`src/rtl/spi_port_pkg.sv`:
```
package spi_port_pkg;

    typedef struct packed {
        logic       ss_en;
        logic [1:0] div;
        logic       smp_end;
        logic       cpha;
        logic       cpol;
        logic       master;
    } ctrl_t;

    typedef enum logic [1:0] {
        ST_IDLE = 2'd0,
        ST_RUN  = 2'd1,
        ST_DONE = 2'd2
    } xfer_state_t;

    localparam logic [1:0] ADDR_CTRL = 2'd0;
    localparam logic [1:0] ADDR_STAT = 2'd1;
    localparam logic [1:0] ADDR_DATA = 2'd2;

    localparam int STAT_FULL = 0;
    localparam int STAT_WCOL = 1;
    localparam int STAT_OVF  = 2;
    localparam int STAT_BUSY = 3;

endpackage

```
`src/rtl/spi_clk_div.sv`:
```
module spi_clk_div #(
    parameter int HALF_FAST = 2,
    parameter int HALF_MID  = 8,
    parameter int HALF_SLOW = 32
) (
    input  logic       clk,
    input  logic       rst_n,
    input  logic       run,
    input  logic [1:0] div,
    output logic       tick
);
    localparam int CNT_W = $clog2(HALF_SLOW) + 1;

    logic [CNT_W-1:0] cnt;
    logic [CNT_W-1:0] lim;

    always_comb begin
        unique case (div)
            2'd0:    lim = CNT_W'(HALF_FAST - 1);
            2'd1:    lim = CNT_W'(HALF_MID - 1);
            default: lim = CNT_W'(HALF_SLOW - 1);
        endcase
    end

    always_ff @(posedge clk or negedge rst_n) begin
        if (!rst_n) begin
            cnt <= '0;
        end else if (!run || cnt == lim) begin
            cnt <= '0;
        end else begin
            cnt <= cnt + 1'b1;
        end
    end

    assign tick = run && (cnt == lim);

endmodule

```
`src/rtl/spi_in_sync.sv`:
```
module spi_in_sync #(
    parameter int STAGES = 2
) (
    input  logic clk,
    input  logic rst_n,
    input  logic sck_i,
    input  logic ss_n_i,
    input  logic sdi_i,
    output logic sck_lvl,
    output logic sck_edge,
    output logic ss_n_s,
    output logic sdi_s
);
    // bit order per stage: {sdi, ss_n, sck}; select resets to released
    localparam logic [2:0] RST_VEC = 3'b010;

    logic [STAGES-1:0][2:0] stg;
    logic                   sck_prev;

    always_ff @(posedge clk or negedge rst_n) begin
        if (!rst_n) begin
            stg      <= {STAGES{RST_VEC}};
            sck_prev <= 1'b0;
        end else begin
            stg      <= {stg[STAGES-2:0], {sdi_i, ss_n_i, sck_i}};
            sck_prev <= stg[STAGES-1][0];
        end
    end

    assign sck_lvl  = stg[STAGES-1][0];
    assign ss_n_s   = stg[STAGES-1][1];
    assign sdi_s    = stg[STAGES-1][2];
    assign sck_edge = sck_lvl ^ sck_prev;

endmodule

```
`src/rtl/spi_shift_fsm.sv`:
```
module spi_shift_fsm
    import spi_port_pkg::*;
#(
    parameter int W = 8
) (
    input  logic         clk,
    input  logic         rst_n,
    input  logic         master,
    input  logic         cpol,
    input  logic         cpha,
    input  logic         smp_end,
    input  logic         load,
    input  logic [W-1:0] load_data,
    input  logic         mtick,
    input  logic         sck_edge,
    input  logic         sck_lvl,
    input  logic         ss_off,
    input  logic         sdi_m,
    input  logic         sdi_s,
    output logic [W-1:0] shreg,
    output logic         busy,
    output logic         done,
    output logic         sck_q,
    output logic         sdo_q
);
    localparam int EDGES = 2 * W;
    localparam int TW    = $clog2(EDGES + 2);
    localparam logic [TW-1:0] LAST_STD = TW'(EDGES);
    localparam logic [TW-1:0] LAST_EXT = TW'(EDGES + 1);

    xfer_state_t   state, state_nx;
    logic [TW-1:0] t, tn, last;
    logic          ev, late, smp, outb, sdi_use;

    // edge event decode
    always_comb begin
        late    = master && smp_end;
        tn      = t + 1'b1;
        last    = late ? LAST_EXT : LAST_STD;
        sdi_use = master ? sdi_m : sdi_s;
        if (master) begin
            ev = (state == ST_RUN) && mtick;
        end else begin
            ev = sck_edge && !ss_off && !load &&
                 ((state == ST_RUN) || (state == ST_IDLE && sck_lvl != cpol));
        end
        if (!late) begin
            smp = cpha ? !tn[0] : tn[0];
        end else begin
            smp = cpha ? (tn[0] && tn >= TW'(3)) : !tn[0];
        end
        outb = cpha ? (tn[0] && tn < TW'(EDGES)) : (!tn[0] && tn < TW'(EDGES));
    end

    // next state
    always_comb begin
        state_nx = state;
        unique case (state)
            ST_IDLE: begin
                if (master ? load : ev) state_nx = ST_RUN;
            end
            ST_RUN: begin
                if (!master && ss_off)      state_nx = ST_IDLE;
                else if (ev && tn == last)  state_nx = ST_DONE;
            end
            ST_DONE: state_nx = ST_IDLE;
            default: state_nx = ST_IDLE;
        endcase
    end

    // state register
    always_ff @(posedge clk or negedge rst_n) begin
        if (!rst_n) state <= ST_IDLE;
        else        state <= state_nx;
    end

    // registered outputs and datapath
    always_ff @(posedge clk or negedge rst_n) begin
        if (!rst_n) begin
            t     <= '0;
            shreg <= '0;
            sck_q <= 1'b0;
            sdo_q <= 1'b0;
        end else begin
            if (state_nx != ST_RUN) t <= '0;
            else if (ev)            t <= tn;

            if (load) begin
                shreg <= load_data;
                sdo_q <= load_data[W-1];
            end else if (ev) begin
                if (smp)  shreg <= {shreg[W-2:0], sdi_use};
                if (outb) sdo_q <= smp ? shreg[W-2] : shreg[W-1];
            end

            if (master && state == ST_RUN) begin
                if (ev && tn <= TW'(EDGES)) sck_q <= !sck_q;
            end else begin
                sck_q <= cpol;
            end
        end
    end

    assign busy = (state != ST_IDLE);
    assign done = (state == ST_DONE);

endmodule

```
`src/rtl/spi_regs.sv`:
```
module spi_regs
    import spi_port_pkg::*;
#(
    parameter int W = 8
) (
    input  logic         clk,
    input  logic         rst_n,
    input  logic         bus_wr,
    input  logic         bus_rd,
    input  logic [1:0]   bus_addr,
    input  logic [W-1:0] bus_wdata,
    input  logic         busy,
    input  logic         done,
    input  logic [W-1:0] shreg,
    output ctrl_t        ctrl_q,
    output logic [W-1:0] buf_q,
    output logic         full_q,
    output logic         wcol_q,
    output logic         ovf_q,
    output logic         irq_q,
    output logic         load
);
    logic wr_ctrl, wr_stat, wr_data, rd_data;

    assign wr_ctrl = bus_wr && bus_addr == ADDR_CTRL;
    assign wr_stat = bus_wr && bus_addr == ADDR_STAT;
    assign wr_data = bus_wr && bus_addr == ADDR_DATA;
    assign rd_data = bus_rd && bus_addr == ADDR_DATA;
    assign load    = wr_data && !busy;

    always_ff @(posedge clk or negedge rst_n) begin
        if (!rst_n) begin
            ctrl_q <= '0;
            buf_q  <= '0;
            full_q <= 1'b0;
            wcol_q <= 1'b0;
            ovf_q  <= 1'b0;
            irq_q  <= 1'b0;
        end else begin
            irq_q <= done;
            if (wr_ctrl) ctrl_q <= ctrl_t'(bus_wdata[$bits(ctrl_t)-1:0]);

            if (done)         buf_q <= shreg;

            if (done)         full_q <= 1'b1;
            else if (rd_data) full_q <= 1'b0;

            if (done && full_q && !rd_data)      ovf_q <= 1'b1;
            else if (wr_stat && bus_wdata[STAT_OVF]) ovf_q <= 1'b0;

            if (wr_data && busy)                 wcol_q <= 1'b1;
            else if (wr_stat && bus_wdata[STAT_WCOL]) wcol_q <= 1'b0;
        end
    end

endmodule

```
`src/rtl/spi_port.sv`:
```
module spi_port
    import spi_port_pkg::*;
#(
    parameter int W           = 8,
    parameter int SYNC_STAGES = 2,
    parameter int HALF_FAST   = 2,
    parameter int HALF_MID    = 8,
    parameter int HALF_SLOW   = 32
) (
    input  logic         clk,
    input  logic         rst_n,
    input  logic         bus_wr,
    input  logic         bus_rd,
    input  logic [1:0]   bus_addr,
    input  logic [W-1:0] bus_wdata,
    output logic [W-1:0] bus_rdata,
    output logic         irq,
    input  logic         sck_i,
    output logic         sck_o,
    output logic         sck_oe,
    input  logic         ss_n,
    input  logic         sdi,
    output logic         sdo,
    output logic         sdo_oe
);
    ctrl_t        ctrl_q;
    logic [W-1:0] buf_q, shreg;
    logic         full_flag, wcol_flag, ovf_flag;
    logic         xfer_busy, xfer_done, load, mtick;
    logic         sck_lvl, sck_edge, ss_n_s, sdi_s, ss_off;

    spi_regs #(.W(W)) u_regs (
        .clk(clk), .rst_n(rst_n), .bus_wr(bus_wr), .bus_rd(bus_rd),
        .bus_addr(bus_addr), .bus_wdata(bus_wdata), .busy(xfer_busy),
        .done(xfer_done), .shreg(shreg), .ctrl_q(ctrl_q), .buf_q(buf_q),
        .full_q(full_flag), .wcol_q(wcol_flag), .ovf_q(ovf_flag),
        .irq_q(irq), .load(load)
    );

    spi_clk_div #(.HALF_FAST(HALF_FAST), .HALF_MID(HALF_MID), .HALF_SLOW(HALF_SLOW)) u_div (
        .clk(clk), .rst_n(rst_n), .run(xfer_busy && ctrl_q.master),
        .div(ctrl_q.div), .tick(mtick)
    );

    spi_in_sync #(.STAGES(SYNC_STAGES)) u_sync (
        .clk(clk), .rst_n(rst_n), .sck_i(sck_i), .ss_n_i(ss_n), .sdi_i(sdi),
        .sck_lvl(sck_lvl), .sck_edge(sck_edge), .ss_n_s(ss_n_s), .sdi_s(sdi_s)
    );

    assign ss_off = ctrl_q.ss_en && ss_n_s;

    spi_shift_fsm #(.W(W)) u_fsm (
        .clk(clk), .rst_n(rst_n), .master(ctrl_q.master), .cpol(ctrl_q.cpol),
        .cpha(ctrl_q.cpha), .smp_end(ctrl_q.smp_end), .load(load),
        .load_data(bus_wdata), .mtick(mtick), .sck_edge(sck_edge),
        .sck_lvl(sck_lvl), .ss_off(ss_off), .sdi_m(sdi), .sdi_s(sdi_s),
        .shreg(shreg), .busy(xfer_busy), .done(xfer_done),
        .sck_q(sck_o), .sdo_q(sdo)
    );

    assign sck_oe = ctrl_q.master;
    assign sdo_oe = ctrl_q.master || !ss_off;

    always_comb begin
        bus_rdata = '0;
        unique case (bus_addr)
            ADDR_CTRL: bus_rdata = W'(ctrl_q);
            ADDR_STAT: bus_rdata = W'({xfer_busy, ovf_flag, wcol_flag, full_flag});
            ADDR_DATA: bus_rdata = buf_q;
            default:   bus_rdata = '0;
        endcase
    end

endmodule

```
`config.mk`:
```
export PLATFORM = sky130hd
export DESIGN_NAME = spi_port
export DESIGN_NICKNAME = d
export VERILOG_FILES = /design/src/rtl/spi_port_pkg.sv /design/src/rtl/spi_clk_div.sv /design/src/rtl/spi_in_sync.sv /design/src/rtl/spi_shift_fsm.sv /design/src/rtl/spi_regs.sv /design/src/rtl/spi_port.sv
export SDC_FILE = /design/constraint.sdc
export NUM_CORES = 1
export LEC_CHECK = 0
export ABC_AREA = 1
export ABC_CLOCK_PERIOD_IN_PS = 4100
export CAP_MARGIN = 30
export CORE_ASPECT_RATIO = 2
export CORE_MARGIN = 2
export CORE_UTILIZATION = 38
export CTS_CLUSTER_DIAMETER = 80
export DETAILED_ROUTE_END_ITERATION = 16
export GPL_TIMING_DRIVEN = 0
export PLACE_DENSITY_LB_ADDON = 0.08
export RECOVER_POWER = 25
export SETUP_SLACK_MARGIN = 0.2
export SKIP_LAST_GASP = 1
export SLEW_MARGIN = 40
export SYNTH_ARGS = -nofsm -noshare
export SYNTH_HDL_FRONTEND = slang
export SYNTH_SLANG_ARGS = --single-unit
```
`constraint.sdc`:
```
create_clock -name clk -period 4.1 [get_ports clk]
set_input_delay 0.82 -clock clk [delete_from_list [all_inputs] [get_ports clk]]
set_output_delay 0.82 -clock clk [all_outputs]
set_load 0.02 [all_outputs]
```
Word-level counts from Yosys, hierarchy flattened. Cells that the tools add are included.

Div/mod/pow operators: 0. Reduce and logical (&&, ||, !) cells: 50. Multiply operators: 0. Multiplexer cells: 32. $add $sub $neg: 2. Equal/unequal tests: 10. Shift-type cells: 0. Bitwise gates (word level): 1. Order comparisons: 3.

Operators with widths (count): logical AND 1 bit (26); 2-to-1 mux 8 bit (3); case mux 8 bit (3 select lines) (1); 2-to-1 mux 1 bit (20); nonzero test 2 bit (8); 2-to-1 mux 5 bit (2); case mux 5 bit (2 select lines) (1); zero test 1 bit (8); adder 6 x 1 -> 6 bit (second input constant) (1); equality test 2 x 1 -> 1 bit (second input constant) (3); equality test 6 x 5 -> 1 bit (1); zero test 2 bit (3); 2-to-1 mux 2 bit (3); 2-to-1 mux 6 bit (1); adder 5 x 1 -> 5 bit (second input constant) (1); equality test 5 bit (1); greater-or-equal comparator 5 x 2 -> 1 bit (second input constant) (1); less-or-equal comparator 5 bit (second input constant) (1); < comparator 5 bit (second input constant) (1); equality test 2 bit (second input constant) (2); case mux 2 bit (2 select lines) (1); AND reduction 2 bit (2); logical OR 1 bit (3); != test 2 x 1 -> 1 bit (second input constant) (1); other kinds (3) (3).

Bits in writable memories: 0. Memories: 0. Input port bits: 17. Latch bits: 0. Word-level logic and storage cells: 118. Flip-flop bits (word level): 49. Bits in read-only memories: 0.

Longest topological paths before layout.
Depth in word-level cells: 13. Mapped depth: 13. Mapped depth without buffers: 12.

Hierarchy. A second synthesis with hierarchy kept.

Cells, all modules: 341. Area total of the unflattened synthesis: 2676.3 µm².

Modules (own cells, without submodules): spi_shift_fsm (times used 1, seq. area each 425.4 µm², cells an instance 167, area an instance 1202.4 µm²); spi_regs (times used 1, seq. area each 475.5 µm², cells an instance 84, area an instance 785.8 µm²); spi_clk_div (times used 1, seq. area each 150.1 µm², cells an instance 43, area an instance 325.3 µm²); spi_in_sync (times used 1, seq. area each 177.7 µm², cells an instance 12, area an instance 196.4 µm²); spi_port (times used 1, seq. area each 0.0 µm², cells an instance 35, area an instance 166.4 µm²).

Least setup slack after synthesis. No wires, ideal clock.

Path kind: input to output. Start point: input port bus_addr[0]. End point: output port bus_rdata[4]. Data required time: 3.280 ns. Stages on the path: 3. Path buffers: 0. Arrival time: 1.619 ns. Slack: 1.661 ns. Cell sequence: nor2_1 > inv_1 > o21ai_0.

Cells in the longest elaborated chain, start to end: 2.

Ends and longest elaborated chain: start: declaration (line spi_port.sv:14) `input logic [1:0] bus_addr,`; equality test 2 bit, or another cell as far along (line spi_port.sv:66) `unique case (bus_addr)`; case mux 8 bit (3 select lines) * (line spi_port.sv:66); end: declaration (line spi_port.sv:16) `output logic [W-1:0] bus_rdata,`.

Mark *: on every way between the ends. The rest lies on a longest branch, timed or not.

Worst setup path after layout.
Start point: input port bus_addr[0]. End point: output port bus_rdata[2].

Same word-level chain as after synthesis.

==> flow_summary.ini <==
[run_status]
status = complete, but fails checks
violations = capacitance limit, slew limit

[timing]
period_share_pct = 86.5
finClkSkew_ps = 4.95
finalHoldViolCount = 0
whs_ps = 349
timing.fmax_mhz = 282
drv_slew = 36
rsz0062_at_grt = false
setup_violations = 0
slew_headroom_pct = -31.5
fin_ws_ps = 554
worstMarginPinSlew_ps = 1970
tns_ps = 0
period_needed_ps = 3550

[clocking]
cts_max_level = 2
cts-buffers-inserted = 5
root_buffer = clkbuf_16
cts_buffer_depth = 2
postCtsSetupRepairBufs = 0
cts-hold-fix-buffers = 0
insertion_delay_ps = 290
ctsResizeCount = 0
cts_sinks = 49
path_clk_slew_ps = 70
cts_tree = built

[synthesis]
synthArstFlopShare_pct = 100
syn_inst = 301
synth_ff_type = dfrtp_1
synth_cell_types = 36
yosysTopAreaCell = dfrtp_1
syn_avg_cell_area_um2 = 8.31
syn_area_mm2 = 0.00250
synth_edf_count = 0
syn_nets = 321
synth_most_common_cell = nand2_1
synth.top_cell.area_share_pct = 47.0
synth_warnings = 0
ys_seq_elements = 49
synth_common_cells = nand2_1 (86), dfrtp_1 (47), inv_1 (39), nor2_1 (25), o21ai_0 (25)
synth.area.top_cells = dfrtp_1 (47%), nand2_1 (13%), inv_1 (5.9%)
synth-seq-area-share_pct = 49.1

[floorplan]
core_mm2 = 0.00636
initial_utilization_pct = 39.3
ioPinCount = 30
die_w_um = 61.4
die_y_um = 119
num_rows = 41
dieArea_mm2 = 0.00729

[power]
power.share.clock_pct = 31.6
swShare_pct = 33.5
power.switching_mw = 0.561
internal_power_mw = 1.11
p_seq_share_pct = 37.4
ir_worst_vdd_mv = 0.325
power_density_mw_per_mm2 = 542
p_leak_nw = 1.46
combPwrFrac_pct = 31.0

[critical_path]
worstSetupEndpointType = output port
cp.required_ps = 3280
worst-setup-path-type = input pin to output port
worstPathMaxFanout = 5
crit_path_start_kind = input pin
cp.arrival_ps = 2730

[finish]
fin_util_pct = 48.5
multiInputGateArea_mm2 = 0.00108
antenna_cells = 0
area_growth_pct = 23.4
layout.area.seq_mm2 = 0.00123
fin_nets = 358
layout-drive-gt1-share_pct = 11.8
n_fill_cell = 667

[global_routing]
grt_use_total_pct = 18.3
grt_pass1_vias = 2033
antenna_found_initial = 0
grt_overflow = 0
grt_start_max_net_pins = 36
grt_first_pass_wirelength_um = 9720

[routing]
ant_nets = 0
remaining_drc_errors = 0
via_count = 1974
routedWlPerCell_um = 13.7
dr.first_iter.drc_count = 72
vias_per_cell = 4.64
first_pass_iters = 5
wl_um = 5810

[job]
drv_cap = 1

[placed_design]
dp_hpwl_um = 4460
dp_worst_setup_slack_ps = 511
numPortBuffers = 29
place_congestion = 0.833

[min_path]
hp-class = flip-flop to flip-flop
-- power by group through the flow --
stage          Combinational (mW)  Clock, mW  Sequential (mW)
2_1_floorplan               0.367          0            0.630
3_3_place_gp                0.522          0            0.637
3_5_place_dp                0.529          0            0.636
4_1_cts                     0.533      0.541            0.628
5_1_grt                     0.584      0.564            0.637
6_report                    0.520      0.529            0.627
-- metrics by stage --
step | power [mW] | instance area [um2] | instances
finish | 1.67 | 3090 | 425
CTS | 1.70 | 3110 | 425
detailed placement | 1.17 | 2920 | 417
global route | 1.79 | 3090 | 425
global placement | 1.16 | 2900 | 416
floorplan | 0.997 | 2500 | 301
-- kinds of logic after synthesis --
group                    share of synthesized area [%]
adder cells (fa/ha/maj)                           1.50
flip-flops                                        49.1
AO/OA/AOI/OAI                                     12.2
buffers and inverters                             7.55
AND/OR/NAND/NOR                                   27.3
XOR/XNOR                                          2.45
-- area by class of cell --
class / count / area share, %
multi-input cells: 206 / 35.1
clock inverters: 3 / 2.11
inverters: 42 / 5.11
flip-flops and latches: 49 / 39.8
clock buffers: 5 / 4.05
well taps: 86 / 3.48
plain buffers: 4 / 1.01
repair buffers: 30 / 9.32
-- path summary, 6_finish.rpt --
check / start / depth (start not counted) / slack [ps] / end
setup / recovery: bus_addr[0] / 5 / 550 / bus_rdata[2]
hold / removal: u_sync.stg[0] / 0 / 350 / u_sync.sck_lvl
setup reg to reg: u_fsm.t[0] / 13 / 2150 / u_fsm.shreg[6]
hold reg to reg: u_sync.stg[0] / 0 / 350 / u_sync.sck_lvl
max in group asynchronous: rst_n / 2 / 1220 / u_regs.buf_q[2]
min in group asynchronous: rst_n / 1 / 580 / u_fsm.sck_q
-- critical path: stages --
cell,delay (ps)
clkdlybuf4s50_1,520
nor2_1,360
inv_1,160
o221ai_1,220
clkdlybuf4s50_1,640
-- cell usage in the layout, fill, tap and decap left out, types with 5 or more instances in the layout --
cell,synthesis,routed
a21oi_1,6,6
a21oi_2,6,6
clkbuf_16,0,5
clkdlybuf4s50_1,0,28
dfrtp_1,47,47
inv_1,39,39
nand2_1,86,86
nand2_2,5,5
nand3_1,10,10
nor2_1,25,25
nor2_2,5,5
o21ai_0,25,25
xor2_1,6,6
-- layer usage --
| metal | track usage (%) | routed length, um |
|---|---|---|
| met1 | 20.2 | 2260 |
| met2 | 32.0 | 3280 |
| met3 | 3.50 | 150 |
| met4 | 7.85 | 118 |
| met5 | 0 | 0 |
-- flip-flops by register name, indices dropped and copies added, names as in the netlist, 2 cells and up --
name and cells:
u_fsm.shreg 8, u_regs.buf_q 8, u_regs.ctrl_q 7, u_div.cnt 6, u_fsm.t 5, u_sync.stg 3
u_fsm.state 2
(Power assumes the default switching activity.)
